**src/rtl/priv_sysctl_gate.sv**
```systemverilog
module priv_sysctl_gate #(
  parameter int DATA_W = 32,
  parameter int ICR_W = 32,
  parameter int ADDR_W = 16,
  parameter int IE_POS_NEW = 15,
  parameter int IE_POS_OLD = 8,
  parameter logic [ADDR_W-1:0] PSW_ADDR = 16'hFE04
) (
  input  logic              clk,
  input  logic              rst_n,
  input  logic              op_valid,
  input  logic [3:0]        op_class,
  input  logic [1:0]        psw_priv,
  input  logic [1:0]        arch_ver,
  input  logic [DATA_W-1:0] src_data,
  input  logic [7:0]        sys_imm,
  input  logic [ADDR_W-1:0] csr_offset,
  output logic [ICR_W-1:0]  icr_q,
  output logic              dst_valid,
  output logic [DATA_W-1:0] dst_data,
  output logic              reg_wr_valid,
  output logic [ADDR_W-1:0] reg_wr_addr,
  output logic [DATA_W-1:0] reg_wr_data,
  output logic              psw_wr_valid,
  output logic              op_done,
  output logic              trap_valid,
  output logic [2:0]        trap_class,
  output logic [7:0]        trap_tin
);
  localparam logic [1:0] LVL_UM1 = 2'd1, LVL_SUP = 2'd2;
  localparam logic [3:0] OP_NOP = 4'd0, OP_MTCR = 4'd1, OP_DIS = 4'd2, OP_DISD = 4'd3,
                         OP_ENA = 4'd4, OP_RST = 4'd5, OP_BISR = 4'd6, OP_RFM = 4'd7,
                         OP_SYSC = 4'd8;
  localparam logic [2:0] TC_PROT = 3'd1, TC_OPC = 3'd2, TC_SYS = 3'd6;
  localparam logic [7:0] TIN_PRIV = 8'd1, TIN_OPC = 8'd1;

  logic       fwd_v;
  logic [1:0] fwd_lvl;

  wire [1:0] lvl    = fwd_v ? fwd_lvl : psw_priv;
  wire       is_sup = (lvl == LVL_SUP);
  wire       ie_ok  = is_sup || (lvl == LVL_UM1);
  wire       newpos = arch_ver[1];
  wire       old_ie = newpos ? icr_q[IE_POS_NEW] : icr_q[IE_POS_OLD];

  logic             trap_n, done_n, dstv_n, wr_n, pswwr_n, ie_wr, ie_val;
  logic [2:0]       cls_n;
  logic [7:0]       tin_n;
  logic [ICR_W-1:0] icr_n;

  always_comb begin
    trap_n = 1'b0; done_n = 1'b0; dstv_n = 1'b0; wr_n = 1'b0; pswwr_n = 1'b0;
    cls_n = 3'd0; tin_n = 8'd0; ie_wr = 1'b0; ie_val = 1'b0;
    if (op_valid) begin
      case (op_class)
        OP_NOP: ;
        OP_MTCR: if (is_sup) begin
            wr_n = 1'b1; pswwr_n = (csr_offset == PSW_ADDR); done_n = 1'b1;
          end else begin trap_n = 1'b1; cls_n = TC_PROT; tin_n = TIN_PRIV; end
        OP_DIS, OP_ENA, OP_RST: if (ie_ok) begin
            ie_wr = 1'b1; done_n = 1'b1;
            ie_val = (op_class == OP_ENA) || (op_class == OP_RST && src_data[0]);
          end else begin trap_n = 1'b1; cls_n = TC_PROT; tin_n = TIN_PRIV; end
        OP_DISD: if (arch_ver == 2'd0) begin
            trap_n = 1'b1; cls_n = TC_OPC; tin_n = TIN_OPC;
          end else if (ie_ok) begin
            ie_wr = 1'b1; dstv_n = 1'b1; done_n = 1'b1;
          end else begin trap_n = 1'b1; cls_n = TC_PROT; tin_n = TIN_PRIV; end
        OP_BISR, OP_RFM: if (is_sup) done_n = 1'b1;
          else begin trap_n = 1'b1; cls_n = TC_PROT; tin_n = TIN_PRIV; end
        OP_SYSC: begin trap_n = 1'b1; cls_n = TC_SYS; tin_n = sys_imm; end
        default: begin trap_n = 1'b1; cls_n = TC_OPC; tin_n = TIN_OPC; end
      endcase
    end
    icr_n = icr_q;
    if (ie_wr) begin
      if (newpos) icr_n[IE_POS_NEW] = ie_val;
      else icr_n[IE_POS_OLD] = ie_val;
    end
  end

  always_ff @(posedge clk) begin
    if (!rst_n) begin
      icr_q <= '0; dst_valid <= 1'b0; dst_data <= '0;
      reg_wr_valid <= 1'b0; reg_wr_addr <= '0; reg_wr_data <= '0;
      psw_wr_valid <= 1'b0; op_done <= 1'b0;
      trap_valid <= 1'b0; trap_class <= '0; trap_tin <= '0;
      fwd_v <= 1'b0; fwd_lvl <= '0;
    end else begin
      icr_q        <= icr_n;
      dst_valid    <= dstv_n;
      dst_data     <= dstv_n ? {{(DATA_W-1){1'b0}}, old_ie} : '0;
      reg_wr_valid <= wr_n;
      reg_wr_addr  <= wr_n ? csr_offset : '0;
      reg_wr_data  <= wr_n ? src_data : '0;
      psw_wr_valid <= pswwr_n;
      op_done      <= done_n;
      trap_valid   <= trap_n;
      trap_class   <= cls_n;
      trap_tin     <= tin_n;
      fwd_v        <= pswwr_n;
      fwd_lvl      <= src_data[11:10];
    end
  end

  assert_trap_excl_R10: assert property (@(posedge clk) disable iff (!rst_n)
    trap_valid |-> (!op_done && !dst_valid && !reg_wr_valid));
  assert_trap_icr_hold_R10: assert property (@(posedge clk) disable iff (!rst_n)
    trap_valid |-> $stable(icr_q));
  assert_one_bit_step_R7: assert property (@(posedge clk) disable iff (!rst_n)
    $countones(icr_q ^ $past(icr_q)) <= 1);
  assert_psw_addr_R4: assert property (@(posedge clk) disable iff (!rst_n)
    psw_wr_valid |-> (reg_wr_valid && reg_wr_addr == PSW_ADDR));
  assert_wr_sup_only_R3: assert property (@(posedge clk) disable iff (!rst_n)
    reg_wr_valid |-> $past(lvl == LVL_SUP));
  assert_dst_zext_R6: assert property (@(posedge clk) disable iff (!rst_n)
    dst_valid |-> (dst_data[DATA_W-1:1] == '0 && op_done));
endmodule

```
**config.mk**
```make
export PLATFORM = sky130hd
export DESIGN_NAME = priv_sysctl_gate
export DESIGN_NICKNAME = d
export VERILOG_FILES = /design/src/rtl/priv_sysctl_gate.sv
export SDC_FILE = /design/constraint.sdc
export NUM_CORES = 1
export LEC_CHECK = 0
export BUFFER_PORTS_ARGS = -buffer_cell sky130_fd_sc_hd__buf_4
export CORE_MARGIN = 2
export CORE_UTILIZATION = 36
export DETAILED_ROUTE_END_ITERATION = 12
export MAX_ROUTING_LAYER = met4
export PLACE_DENSITY_LB_ADDON = 0.12
export REMOVE_ABC_BUFFERS = 1
export SLEW_MARGIN = 20
export SYNTH_ARGS = -nofsm -noshare
export SYNTH_HDL_FRONTEND = slang
export SYNTH_SLANG_ARGS = --single-unit
```
**constraint.sdc**
```tcl
create_clock -name clk -period 1.5 [get_ports clk]
set_input_delay 0.225 -clock clk [delete_from_list [all_inputs] [get_ports clk]]
set_output_delay 0.225 -clock clk [all_outputs]
set_load 0.02 [all_outputs]
```
# Yosys cells after proc, flatten, opt, wreduce, memory -nomap -nowiden
# Cells that the tools add are included.
# totals
elab_cells,66
reg_bits,100
in_bits,67
output_inout_bits,128
# classes
n_mux,27
eq_ne,11
n_bitwise,1
reduce_logical,13
# ops
operator,n
8-bit one-hot mux with 5 select lines,1
1-bit 2-to-1 mux,19
16-bit == test (second input constant),1
4-bit by 3-bit == test with 1-bit output (second input constant),4
3-bit one-hot mux with 5 select lines,1
2-bit AND reduction,5
4-bit by 2-bit == test with 1-bit output (second input constant),2
8-bit 2-to-1 mux,1
3-bit OR reduction,2
4-bit by 1-bit == test with 1-bit output (second input constant),1
4-bit == test (second input constant),1
4-bit logical NOT,1
1-bit one-hot mux with 4 select lines,1
4-bit AND reduction,1
3-bit 2-to-1 mux,1
1-bit one-hot mux with 3 select lines,1
2-bit by 1-bit == test with 1-bit output (second input constant),1
2-bit == test (second input constant),1
2-bit logical NOT,1
1-bit logical OR,2
2-bit 2-to-1 mux,1
1-bit one-hot mux with 2 select lines,1
1-bit logical AND,1
1-bit inverter,1

# Longest topological paths before layout
# depth
word_depth,8
ltp_mapped,6
depth_no_buf,5

# Worst setup path before layout
# OpenSTA, ideal clock, no wires.
# synth_path
path_type,flip-flop to flip-flop
start,register fwd_v
end,register fwd_v
setup_ns,0.115
stages_incl_launch_ff,7
n_path_buf,1
required_ns,1.385
t_arrival_ns,1.686
synth_period_minus_slack_ns,1.802
slack_ns,-0.302
cell_sequence,dfxtp_1 > mux2_2 > ha_1 > and2b_2 > and4_4 > clkbuf_2 > and3_1
# synth_between
elab_chain_cells,3
# synth_rtl
item,line_no,text
"start, declared",37,logic fwd_v;
"start signal, assigned",101,fwd_v <= pswwr_n;
2-bit 2-to-1 mux,40,wire [1:0] lvl = fwd_v ? fwd_lvl : psw_priv;
2-bit == test,41,wire is_sup = (lvl == LVL_SUP);
4-bit AND reduction (no source line),--,
# Every way passes these cells.
# A chain may end at the register's enable or synchronous reset.

# Worst setup path after layout
# layout_path
start,register fwd_v
end,register reg_wr_data[2]
# layout_between
elab_chain_cells,6
# layout_rtl
item,line_no,text
2-bit 2-to-1 mux,40,
2-bit == test,41,
1-bit 2-to-1 mux,57,OP_MTCR: if (is_sup) begin
1-bit 2-to-1 mux,55,case (op_class)
1-bit 2-to-1 mux,54,if (op_valid) begin
2-bit AND reduction (no source line),--,
"end signal, assigned",95,reg_wr_data <= wr_n ? src_data : '0;
"end, declared",23,"output logic [DATA_W-1:0] reg_wr_data,"
# Every way passes these cells.

==> impl_metrics.ini <==
[synthesis]
ys_ff_latch = 69
netlist_instances = 247
synth_fa_ha_area_share_pct = 0.477
synth_ff_type = dfxtp_1
synthMuxAreaShare_pct = 1.96
avgSynthCellArea_um2 = 10.6
yosysSeqAreaShare_pct = 52.7
yosys_warnings = 0
yosysUniqueCellTypes = 42
synthSimpleGateAreaFrac_pct = 22.9
synth-edff-count = 0
synth_xor_area_share_pct = 0.334
synth_compound_area_share_pct = 2.53
synth_top_family_by_area = simple AND/OR/NAND/NOR gates
async_flop_share_pct = 0
synth_area_mm2 = 0.00262

[routing]
initialDrtViolationCount = 23
drtAntennaViolNets = 0
wl_per_cell_um = 12.9
totalWireLength_um = 6450
drt_pre_antenna_iters = 4
vias_per_cell = 4.05
vias = 2016
post-route-drc-count = 0

[power]
total_power_w = 0.00394
ir_worst_vdd_mv = 0.374
leakage_nw = 1.92
p_per_area_mw_per_mm2 = 1020

[sta]
slew_headroom_pct = 63.9
setup_violations = 19
setup_tns_ns = -0.198
finalCritPeriodShare_pct = 102
slew_violations = 0
rsz0062_at_grt = yes
finalHoldViolCount = 0
tightest_slew_ns = 0.539
fin_crit_ns = 1.53
fin_ws_ns = -0.0274
hold_ws_ns = 0.0931
fmax_ghz = 0.655
fin_worst_skew_ns = 0.00541

[placement]
portBuffers = 133
gp_congestion = 0.789
dp_hpwl_um = 4040
post_dp_cell_area_mm2 = 0.00349
dp_slack_ns = -0.276

[setup_path]
start_kind = register
crit_required_ns = 1.72
cp.arrival_ns = 1.75
cp_num_cells = 5
critical_path_buf_inv_count = 0
r2r_cells = 5
crit_path_max_fanout = 8
critPathCaptureType = register
crit_type = reg -> reg
slowest_stage = dfxtp_2
crit_family = simple AND/OR/NAND/NOR gates
path_cells = mux2_4 -> ha_2 -> and2b_4 -> and4_4 -> and2_1
r2r_slack_ns = -0.03
cp_slowest_stage_delay_ns = 0.36

[layout]
fillerInstances = 690
diodes = 0
final_design_area_no_fill_mm2 = 0.00385
nets = 462
area_growth_pct = 47.1
drive_above_1_share_pct = 45.6

[floorplanning]
initial_core_util_pct = 36.7
ioPinCount = 195
core_area_mm2 = 0.00714
fp.dieH_um = 89.3
row_count = 31
die_w_um = 89.3
dieArea_mm2 = 0.00798

[cts]
postCtsHoldBufs = 0
clock_sinks = 69
clockBufferDepth = 2
path_clk_slew_ns = 0.08
cts_root_buf = clkbuf_8
numCtsBuffers = 9
tritoncts = built
htreeDepth = 3
clock_latency_ns = 0.33

[job]
cap_violations = 0

[worst_hold_path]
hold_depth = 2
hold_path_class = in -> reg

[run_status]
status = complete, but fails checks
violations = negative setup slack

[grt]
grt_first_pass_wirelength_um = 9050
antenna_found_initial = 0
grt_max_degree = 17
grt_pass1_vias = 1791
grt_overflow = 0
grt_usage_pct = 15.9
worst register-to-register path: cells and delay by family, from the launching register on:
kind	cells	cell delay, ns
AND/OR/NAND/NOR	3	0.57
flip-flops	1	0.36
multiplexers	1	0.30
adder cells (fa/ha/maj)	1	0.19
power by group:
| part | internal (W) | total, W | leakage, nW | switching [W] |
|---|---|---|---|---|
| combinational | 0.000162 | 0.000411 | 1.25 | 0.000249 |
| clock | 0.000989 | 0.00168 | 0.114 | 0.000689 |
| sequential | 0.00184 | 0.00185 | 0.557 | 0.00000357 |
| total | 0.00299 | 0.00394 | 1.92 | 0.000941 |
synthesized netlist by cell type (all sizes together) (2+ instances only):
library cell / count / area (um^2)
a211oi: 2 / 15.0
and2: 59 / 370
and2b: 2 / 16.3
buf: 63 / 470
clkbuf: 4 / 20.0
dfxtp: 69 / 1380
inv: 2 / 7.51
mux2i: 4 / 40.0
nand2: 3 / 11.3
nand3: 3 / 15.0
nand4b: 2 / 17.5
nor2: 5 / 26.3
nor4: 2 / 12.5
o21ai: 3 / 15.0
or4b: 2 / 23.8
logic make-up after synthesis:
group                      count (synthesis)
and+or+nand+nor                           91
DFF                                       69
buffers and inverters                     69
AOI/OAI and AO/OA                         10
muxes                                      5
adders and majority gates                  1
other                                      1
xor gates and xnor gates                   1
registers in the layout, indices dropped and copies added, names as in the netlist:
name and flops:
trap_tin 8, dst_data 1, op_done 1, fwd_v 1
trap_valid 1, trap_class 3, reg_wr_valid 1, fwd_lvl 2
reg_wr_data 32, dst_valid 1, icr_q 2, reg_wr_addr 16
path summary, 6_finish.rpt:
kind | from | endpoint
setup / recovery | fwd_v | reg_wr_data[2]
hold / removal | src_data[19] | reg_wr_data[19]
setup reg to reg | fwd_v | reg_wr_data[2]
hold reg to reg | icr_q[15] | icr_q[15]
area by class of cell:
cell class | instances | area [um^2] | area share [%]
inverters | 2 | 7.51 | 0.195
clock buffers | 11 | 141 | 3.67
repair buffers | 136 | 1020 | 26.5
multi-input cells | 176 | 1100 | 28.4
clock inverters | 5 | 82.6 | 2.14
flip-flops and latches | 69 | 1380 | 35.9
well taps | 99 | 124 | 3.21
metrics by stage:
step	std cells	util, %
after floorplan	240	-
after global placement	474	48.9
after detailed placement	474	48.9
after CTS	497	53.3
after global routing	498	54.0
final	498	54.0
layout by cell type, fill, tap and decap left out, types with 2 or more instances in the layout:
| cell | Yosys | final |
|---|---|---|
| and4_4 | 1 | 8 |
| and2_4 | 0 | 12 |
| and2_1 | 58 | 46 |
| nor2_1 | 4 | 4 |
| nand3_1 | 3 | 3 |
| conb_1 | 1 | 61 |
| dfxtp_1 | 69 | 68 |
| nand4b_1 | 2 | 2 |
| inv_1 | 2 | 2 |
| nor4_1 | 2 | 2 |
| mux2i_1 | 4 | 4 |
| bufinv_16 | 0 | 2 |
| buf_4 | 62 | 136 |
| nand2_1 | 3 | 3 |
| o21ai_0 | 3 | 3 |
| clkbuf_8 | 0 | 10 |
timing repair:
action | 4_1_cts | 5_1_grt
gates cloned | 7 | 0
resized for setup | 11 | 15
endpoints found under the hold margin | 0 | 0
buffers inserted | 0 | 1
pin swaps | 1 | 23
endpoints found under the setup margin | 58 | 56
routing by layer:
| layer | share of wire [%] | up-vias | wire [um] | global-route usage [%] |
|---|---|---|---|---|
| met5 | 0 | - | 0 | - |
| met4 | 1.1 | 0 | 73 | 6.11 |
| met2 | 48 | 117 | 3110 | 25.7 |
| li1 | - | 992 | - | - |
| met1 | 42 | 901 | 2730 | 19.1 |
| met3 | 8.3 | 6 | 537 | 3.97 |
No activity file was read; power rests on OpenSTA's default activity.
